$ cat src/rtl/irqslv_pkg.sv
package irqslv_pkg;
  typedef enum logic [1:0] {
    RSEL_NONE = 2'd0,
    RSEL_DATA = 2'd1,
    RSEL_VEC  = 2'd2
  } rsel_e;
endpackage

$ cat src/rtl/irqslv_decode.sv
module irqslv_decode
  import irqslv_pkg::*;
#(
  parameter int AW = 32,
  parameter logic [AW-1:0] DATA_ADDR = 32'h0000_2000,
  parameter logic [AW-1:0] VEC_ADDR  = 32'h0000_2004
) (
  input  logic          clk,
  input  logic          rst_n,
  input  logic [AW-1:0] addr,
  input  logic          rd,
  input  logic          wr,
  input  logic          mem_space,
  output rsel_e         sel,
  output logic          data_read
);
  function automatic rsel_e decode_sel(input logic [AW-1:0] a, input logic r,
                                       input logic w, input logic m);
    if (!r || w || m)       return RSEL_NONE;
    if (a == DATA_ADDR)     return RSEL_DATA;
    if (a == VEC_ADDR)      return RSEL_VEC;
    return RSEL_NONE;
  endfunction

  always_comb begin
    sel       = decode_sel(addr, rd, wr, mem_space);
    data_read = (sel == RSEL_DATA);
  end

  // the clearing event only comes from an I/O read strobe
  assert_read_event_R7: assert property (@(posedge clk) disable iff (!rst_n)
    data_read |-> (rd && !mem_space && !wr));
endmodule

$ cat src/rtl/irqslv_capture.sv
module irqslv_capture #(
  parameter int DW = 32
) (
  input  logic          clk,
  input  logic          rst_n,
  input  logic          ext_valid,
  input  logic [DW-1:0] ext_data,
  output logic [DW-1:0] data_q,
  output logic          capture_evt
);
  assign capture_evt = ext_valid;

  always_ff @(posedge clk) begin
    if (!rst_n)         data_q <= '0;
    else if (ext_valid) data_q <= ext_data;
  end

  // nothing but a capture alters the stored word
  assert_hold_word_R10: assert property (@(posedge clk) disable iff (!rst_n)
    !ext_valid |=> $stable(data_q));
  // a capture lands the external word
  assert_capture_R6: assert property (@(posedge clk) disable iff (!rst_n)
    ext_valid |=> (data_q == $past(ext_data)));
endmodule

$ cat src/rtl/irqslv_irq.sv
module irqslv_irq (
  input  logic clk,
  input  logic rst_n,
  input  logic capture_evt,
  input  logic data_read,
  output logic irq
);
  always_ff @(posedge clk) begin
    if (!rst_n)           irq <= 1'b0;
    else if (capture_evt) irq <= 1'b1;   // arrival outranks the read
    else if (data_read)   irq <= 1'b0;
  end

  assert_set_R6: assert property (@(posedge clk) disable iff (!rst_n)
    capture_evt |=> irq);
  assert_clear_R7: assert property (@(posedge clk) disable iff (!rst_n)
    (data_read && !capture_evt) |=> !irq);
  assert_keep_R8: assert property (@(posedge clk) disable iff (!rst_n)
    (irq && !data_read) |=> irq);
  assert_no_spurious_R11: assert property (@(posedge clk) disable iff (!rst_n)
    (!irq && !capture_evt) |=> !irq);
endmodule

$ cat src/rtl/irqslv_top.sv
module irqslv_top
  import irqslv_pkg::*;
#(
  parameter int AW = 32,
  parameter int DW = 32,
  parameter logic [AW-1:0] DATA_ADDR = 32'h0000_2000,
  parameter logic [AW-1:0] VEC_ADDR  = 32'h0000_2004,
  parameter logic [DW-1:0] IRQ_NUM   = 32'h0000_0003
) (
  input  logic          clk,
  input  logic          rst_n,
  input  logic [AW-1:0] bus_addr,
  input  logic          bus_rd,
  input  logic          bus_wr,
  input  logic          bus_mem,
  output logic [DW-1:0] rd_data,
  output logic          rd_en,
  input  logic          ext_valid,
  input  logic [DW-1:0] ext_data,
  output logic          irq
);
  rsel_e         sel;
  logic          data_read;
  logic          capture_evt;
  logic [DW-1:0] data_q;

  function automatic logic [DW-1:0] rd_mux(input rsel_e s, input logic [DW-1:0] d);
    case (s)
      RSEL_DATA: return d;
      RSEL_VEC:  return IRQ_NUM;
      default:   return '0;
    endcase
  endfunction

  irqslv_decode #(.AW(AW), .DATA_ADDR(DATA_ADDR), .VEC_ADDR(VEC_ADDR)) u_decode (
    .clk(clk), .rst_n(rst_n), .addr(bus_addr), .rd(bus_rd), .wr(bus_wr),
    .mem_space(bus_mem), .sel(sel), .data_read(data_read)
  );

  irqslv_capture #(.DW(DW)) u_capture (
    .clk(clk), .rst_n(rst_n), .ext_valid(ext_valid), .ext_data(ext_data),
    .data_q(data_q), .capture_evt(capture_evt)
  );

  irqslv_irq u_irq (
    .clk(clk), .rst_n(rst_n), .capture_evt(capture_evt),
    .data_read(data_read), .irq(irq)
  );

  always_comb begin
    rd_en   = (sel != RSEL_NONE);
    rd_data = rd_mux(sel, data_q);
  end

  assert_mem_silent_R4: assert property (@(posedge clk) disable iff (!rst_n)
    bus_mem |-> (!rd_en && rd_data == '0));
  assert_idle_zero_R5: assert property (@(posedge clk) disable iff (!rst_n)
    !rd_en |-> (rd_data == '0));
  assert_vec_const_R3: assert property (@(posedge clk) disable iff (!rst_n)
    (rd_en && bus_addr == VEC_ADDR) |-> (rd_data == IRQ_NUM));
  assert_drive_needs_read_R2: assert property (@(posedge clk) disable iff (!rst_n)
    rd_en |-> (bus_rd && !bus_wr));
endmodule

$ cat config.mk
export PLATFORM = sky130hd
export DESIGN_NAME = irqslv_top
export DESIGN_NICKNAME = d
export VERILOG_FILES = /design/src/rtl/irqslv_pkg.sv /design/src/rtl/irqslv_decode.sv /design/src/rtl/irqslv_capture.sv /design/src/rtl/irqslv_irq.sv /design/src/rtl/irqslv_top.sv
export SDC_FILE = /design/constraint.sdc
export NUM_CORES = 1
export LEC_CHECK = 0
export BUFFER_PORTS_ARGS = -buffer_cell sky130_fd_sc_hd__buf_2
export CELL_PAD_IN_SITES_DETAIL_PLACEMENT = 0
export CELL_PAD_IN_SITES_GLOBAL_PLACEMENT = 1
export CORE_AREA = 2 2 81 83
export DETAILED_ROUTE_END_ITERATION = 8
export DIE_AREA = 0 0 83 85
export GPL_TIMING_DRIVEN = 0
export MAX_ROUTING_LAYER = met4
export PLACE_DENSITY = 0.85
export SLEW_MARGIN = 40
export SYNTH_ARGS = -nofsm -noshare
export SYNTH_HDL_FRONTEND = slang
export SYNTH_SLANG_ARGS = --single-unit
$ cat constraint.sdc
create_clock -name clk -period 1.8 [get_ports clk]
set_clock_uncertainty 0.05 [all_clocks]
set_input_delay 0.27 -clock clk [delete_from_list [all_inputs] [get_ports clk]]
set_output_delay 0.27 -clock clk [all_outputs]
set_load 0.005 [all_outputs]
Yosys cells after proc, flatten, opt, wreduce, memory -nomap -nowiden
Cells that the tools add are included.
{"block": "word_totals", "output_inout_bits": 34, "regBits": 33, "in_bits": 70, "wordCells": 26}
{"block": "op_classes", "mux": 15, "n_eq_ne": 4, "n_reduce_logical": 5}
{"cell": "$eq A32 B14 Y1 const B", "n": 2}
{"cell": "$pmux W32 S2", "n": 1}
{"cell": "$mux W2", "n": 6}
{"cell": "$mux W1", "n": 8}
{"cell": "$reduce_bool A2 Y1", "n": 2}
{"cell": "$eq A2 B1 Y1 const B", "n": 1}
{"cell": "$eq A2 B2 Y1 const B", "n": 1}
{"cell": "$logic_or A1 B1 Y1", "n": 2}
{"cell": "$logic_not A1 Y1", "n": 1}

Longest topological paths before layout
{"block": "logic_depth", "word_depth": 13, "ltp_mapped": 4, "mapped_depth_nobuf": 3}

By module
Synthesis repeated with hierarchy kept, for this count alone.
{"block": "unflattened", "cells_unflattened": 166, "hier_area_um2": 1724.2}
{"mod": "irqslv_capture", "seq_area_each_um2": 640.6, "area_each_um2": 1251.2, "cells_per_inst": 104, "n_inst": 1}
{"mod": "irqslv_top", "seq_area_each_um2": 0.0, "area_each_um2": 311.5, "cells_per_inst": 43, "n_inst": 1}
{"mod": "irqslv_decode", "seq_area_each_um2": 0.0, "area_each_um2": 120.1, "cells_per_inst": 16, "n_inst": 1}
{"mod": "irqslv_irq", "seq_area_each_um2": 20.0, "area_each_um2": 41.3, "cells_per_inst": 3, "n_inst": 1}

Worst setup path before layout
OpenSTA, ideal clock, no wires.
{"block": "synth_timing", "path_kind": "input to output", "startpoint": "input port bus_addr[27]", "endpoint": "output port rd_data[10]", "slack_ns": 0.236, "required_time_ns": 1.480, "stages": 4, "arrival_time_ns": 1.244, "path_buffers": 1, "path_cell_list": "nor4_2 > nand4_2 > buf_6 > nor4_2"}
{"block": "synth_via", "elab_chain_len": 9, "elab_cells_between_ends": 15, "classes_between": "eq/ne (4); mux (11)"}
{"item": "start: declaration", "line": "irqslv_top.sv:12", "text": "input logic [AW-1:0] bus_addr,"}
{"item": "$eq A32 B14 Y1", "line": "irqslv_decode.sv:21", "text": "if (a == VEC_ADDR) return RSEL_VEC;"}
{"item": "$mux W1 (2 in series)", "line": "irqslv_decode.sv:21"}
{"item": "$mux W1", "line": "irqslv_decode.sv:20", "text": "if (a == DATA_ADDR) return RSEL_DATA;"}
{"item": "$mux W2", "line": "irqslv_decode.sv:22", "text": "return RSEL_NONE;"}
{"item": "$mux W2 (*)", "line": "irqslv_decode.sv:21"}
{"item": "$mux W2 (*)", "line": "irqslv_decode.sv:20"}
{"item": "$eq A2 B2 Y1 / $eq A2 B1 Y1 (equally long branches)", "line": "irqslv_top.sv:28", "text": "case (s)"}
{"item": "$pmux W32 S2 (*)", "line": "irqslv_top.sv:28"}
{"item": "end: declaration", "line": "irqslv_top.sv:16", "text": "output logic [DW-1:0] rd_data,"}
Every way passes the cells marked *; elsewhere a longest branch is shown, timed or not. The select of a mux whose other input is x is not followed.

Worst setup path after layout
{"block": "layout_timing", "startpoint": "input port bus_addr[24]", "endpoint": "output port rd_data[9]"}
The elaborated chain is that of the path after synthesis.

==> results.txt <==
----------------------------------------------------
[Run status]
  Result of the run ... complete, but fails checks
  Violated checks ... negative setup slack

[Synthesis]
  Post-Synthesis Cell Area ... 0.00192 mm²
  Sequential fraction of the synthesis area ... 34.3%
  Leading cell types by total area after synthesis ... sky130_fd_sc_hd__dfxtp_1 (34%), sky130_fd_sc_hd__nor4_2 (21%), sky130_fd_sc_hd__mux2i_1 (17%)
  Dominant cell type by area after synthesis ... sky130_fd_sc_hd__dfxtp_1
  Synthesized netlist net count ... 264
  Synthesized-area fraction occupied by ao, oa, aoi and oai cells ... 0.975%
  Area share of the leading cell type in the synthesized netlist ... 34.3%
  Number of instances in the synthesized netlist ... 194
  Mapped Avg Cell Area ... 9.92 µm²
  Multiplexer share of the synthesized area ... 16.6%
  #FFs+latches synth ... 33
  Adder-cell area share of the yosys netlist ... 0%
  Total number of yosys warnings ... 0
  Cell variety after synth ... 21
  Combinational family with the most area after synthesis ... simple AND/OR/NAND/NOR gates
  Xor/xnor cell area share of the yosys netlist ... 0%
  Simple-Gate Fraction of Synth Area ... 37.5%

[Worst setup path]
  Cells on worst reg2reg path ... 2
  Critical Path RT ... 1.48 ns
  Critical path arrival ... 1.56 ns
  Worst-case register-to-register setup slack ... 1.06 ns
  Category of the worst setup path launch point ... input pin
  Crit-path cells ... buf_2 -> nor4_4 -> nand4_2 -> buf_8 -> buf_6 -> nor4_2 -> buf_2
  CP max-delay cell ... sky130_fd_sc_hd__nor4_4
  Maximum fanout encountered on the critical timing path ... 10
  Critical Path Max Stage Delay ... 0.27 ns
  Type of the worst setup path ... in2out
  Most common cell type on the critical path ... sky130_fd_sc_hd__buf_2
  Worst setup EP type ... primary output

[Routing]
  Length of routed met3 wiring ... 304 µm
  Routed length per placed instance ... 14.2 µm
  Top Metal Used ... met4
  Number of iterations in the first detailed-routing pass ... 4
  Met2 WL post-DR ... 2.81 mm
  Total wirelength of the detailed-routed design ... 5.46 mm
  Vias per inst ... 4.68
  Detail Route Antenna Nets ... 0
  Detailed-routing wirelength on met1 ... 2.28 mm
  Number of vias after detailed routing ... 1803
  Iteration-0 DRC count of the detailed router ... 35
  DRC violations left ... 0

[Placement]
  Count of placed standard cells including taps ... 373
  HPWL reported at the end of detailed placement ... 3.94 mm
  Cell area after placement ... 0.00253 mm²
  Routability congestion estimate from global placement ... 0.806
  Count of input and output buffers ... 102

[Clock network]
  Count of hold buffers inserted by post-cts repair ... 0
  Worst-skew pair later-pin latency ... 0.28 ns
  H-Tree Level Count ... 2
  Clock buffer depth ... 2
  Clock tree from TritonCTS ... built
  Clock-pin slew on the worst setup and hold paths ... 0.07 ns
  Root cell of the clock tree ... sky130_fd_sc_hd__clkbuf_8
  TritonCTS buffer count ... 5
  Sink count of the clock tree ... 33

[STA]
  Final setup violation count ... 31
  Worst-case setup margin in the final layout ... -0.0842 ns
  Setup repair after global routing missed its margin ... true
  Setup Total Neg Slack ... -1.25 ns
  Slew at the pin closest to its max-slew limit ... 0.421 ns
  Time the worst path needs with I/O delays and setup ... 1.88 ns
  Worst hold slack ... 0.189 ns
  Number of failing hold endpoints at the final stage ... 0
  Count of pins over their slew limit ... 0
  Relative slew slack ... 72.0%
  Final cycle utilization of the critical path ... 105%
  Max Clock Freq ... 0.531 GHz

[Die]
  Die Footprint ... 0.00706 mm²
  Ports placed on the boundary ... 104
  Die H ... 85 µm
  Die W ... 83 µm
  Placeable core region ... 0.00620 mm²
  Floorplan row count ... 29
  Initial core utilization ... 31.0%

[GRT]
  Global route overflow ... 0
  Initial antenna violation count ... 0
  Pin count of the biggest net entering global routing ... 12
  Global-route usage over all layers ... 15.5%
  Number of global-route vias before repair ... 1689
  Wire length of the first global-routing pass ... 8.36 mm

[Power]
  Pwr per Cell Area ... 585 mW/mm²
  Maximum ir drop on the vdd rail ... 0.319 mV
  Leakage power figure ... 1.54 nW

[Layout]
  Layout Cells excl Fill ... 385
  Antenna cells ... 0
  Syn-to-layout area delta ... 59.1%
  Fraction of layout instances using a drive strength above 1 ... 54.9%
  Non-Filler Cell Area, Final ... 0.00306 mm²
  Nets@finish ... 377

[Worst hold path]
  Worst hold path stage count ... 3
  Hold Path Class ... in2reg

[Job]
  Max capacitance violation total ... 0

----------------------------------------------------
[layer usage]
| layer | GRT usage (%) | vias up |
|---|---|---|
| met5 | - | - |
| met4 | 4.92 | 0 |
| met3 | 3.70 | 6 |
| met2 | 25.8 | 63 |
| met1 | 18.5 | 843 |
| li1 | - | 891 |
[per-stage QoR]
stage,setup WS [ns],total power [mW],util (%)
after floorplan,0.236,0.931,-
after global placement,-0.294,1.03,40.8
after detailed placement,-0.304,1.04,40.8
after CTS,-0.0414,1.79,45.0
after global routing,-0.141,1.88,49.3
final,-0.0842,1.79,49.3
[cell type report]
class,count,area [µm²]
sequential,33,661
multi-input combinational,115,1320
clock inverter,2,37.5
fill,592,3140
buffer,16,141
clock buffer,6,82.6
inverter,30,113
tap,77,96.3
timing repair buffer,106,607
[sequential cells by signal (all words and copies together), names as in the netlist]
| name | count |
|---|---|
| u_capture.data_q | 32 |
| u_irq.irq | 1 |
[worst max-delay path: cells and delay by family]
family                 cells  cell delay (ns)
and+or+nand+nor            3             0.68
buffers and inverters      4             0.62
[power by group]
group,total (mW),switching (mW),internal [mW]
clock,0.732,0.282,0.450
combinational,0.262,0.125,0.137
sequential,0.796,0.0216,0.774
[synthesized netlist by cell type]
| library cell | instances |
|---|---|
| sky130_fd_sc_hd__buf_2 | 7 |
| sky130_fd_sc_hd__inv_1 | 30 |
| sky130_fd_sc_hd__nor4b_2 | 1 |
| sky130_fd_sc_hd__nor2b_1 | 32 |
| sky130_fd_sc_hd__nand2_1 | 1 |
| sky130_fd_sc_hd__nor4b_1 | 1 |
| sky130_fd_sc_hd__nor2_1 | 3 |
| sky130_fd_sc_hd__o41a_1 | 1 |
| sky130_fd_sc_hd__or2_2 | 1 |
| sky130_fd_sc_hd__nand3_1 | 1 |
| sky130_fd_sc_hd__nor4_2 | 33 |
| sky130_fd_sc_hd__nor3_1 | 1 |
| sky130_fd_sc_hd__dfxtp_1 | 33 |
| sky130_fd_sc_hd__nor4_1 | 5 |
| sky130_fd_sc_hd__nand4b_1 | 1 |
| sky130_fd_sc_hd__clkbuf_1 | 4 |
| sky130_fd_sc_hd__nand4_2 | 1 |
| sky130_fd_sc_hd__buf_6 | 3 |
| sky130_fd_sc_hd__buf_1 | 2 |
| sky130_fd_sc_hd__mux2i_1 | 32 |
| sky130_fd_sc_hd__o21a_1 | 1 |
[cells in the final DEF, fill, tap and decap left out, drive strengths merged]
cell	instances
buf	117
nor4	38
dfxtp	33
mux2i	32
nor2b	32
inv	30
clkbuf	11
nor2	3
nor4b	2
nand4	1
nand2	1
nand3	1
nand4b	1
nor3	1
or2	1
o21a	1
o41a	1
clkinvlp	1
bufinv	1
[cells by family after synthesis]
group,Yosys count
AND/OR/NAND/NOR,81
flip-flops,33
buffers and inverters,46
AO/OA/AOI/OAI,2
multiplexers,32
[path summary, 6_finish.rpt]
path	start	end
worst max-delay path	bus_addr[24]	rd_data[9]
worst min-delay path	ext_data[3]	u_capture.data_q[3]
worst max register to register	u_irq.irq	u_irq.irq
worst min register to register	u_capture.data_q[5]	u_capture.data_q[5]
[timing repair]
item,4_1_cts,5_1_grt
gates cloned,0,1
pin swaps,3,8
resized for setup,22,39
setup endpoints to repair,33,33
setup buffers,2,1
endpoints found under the hold margin,0,0
Power figures use the tool's default switching activity.
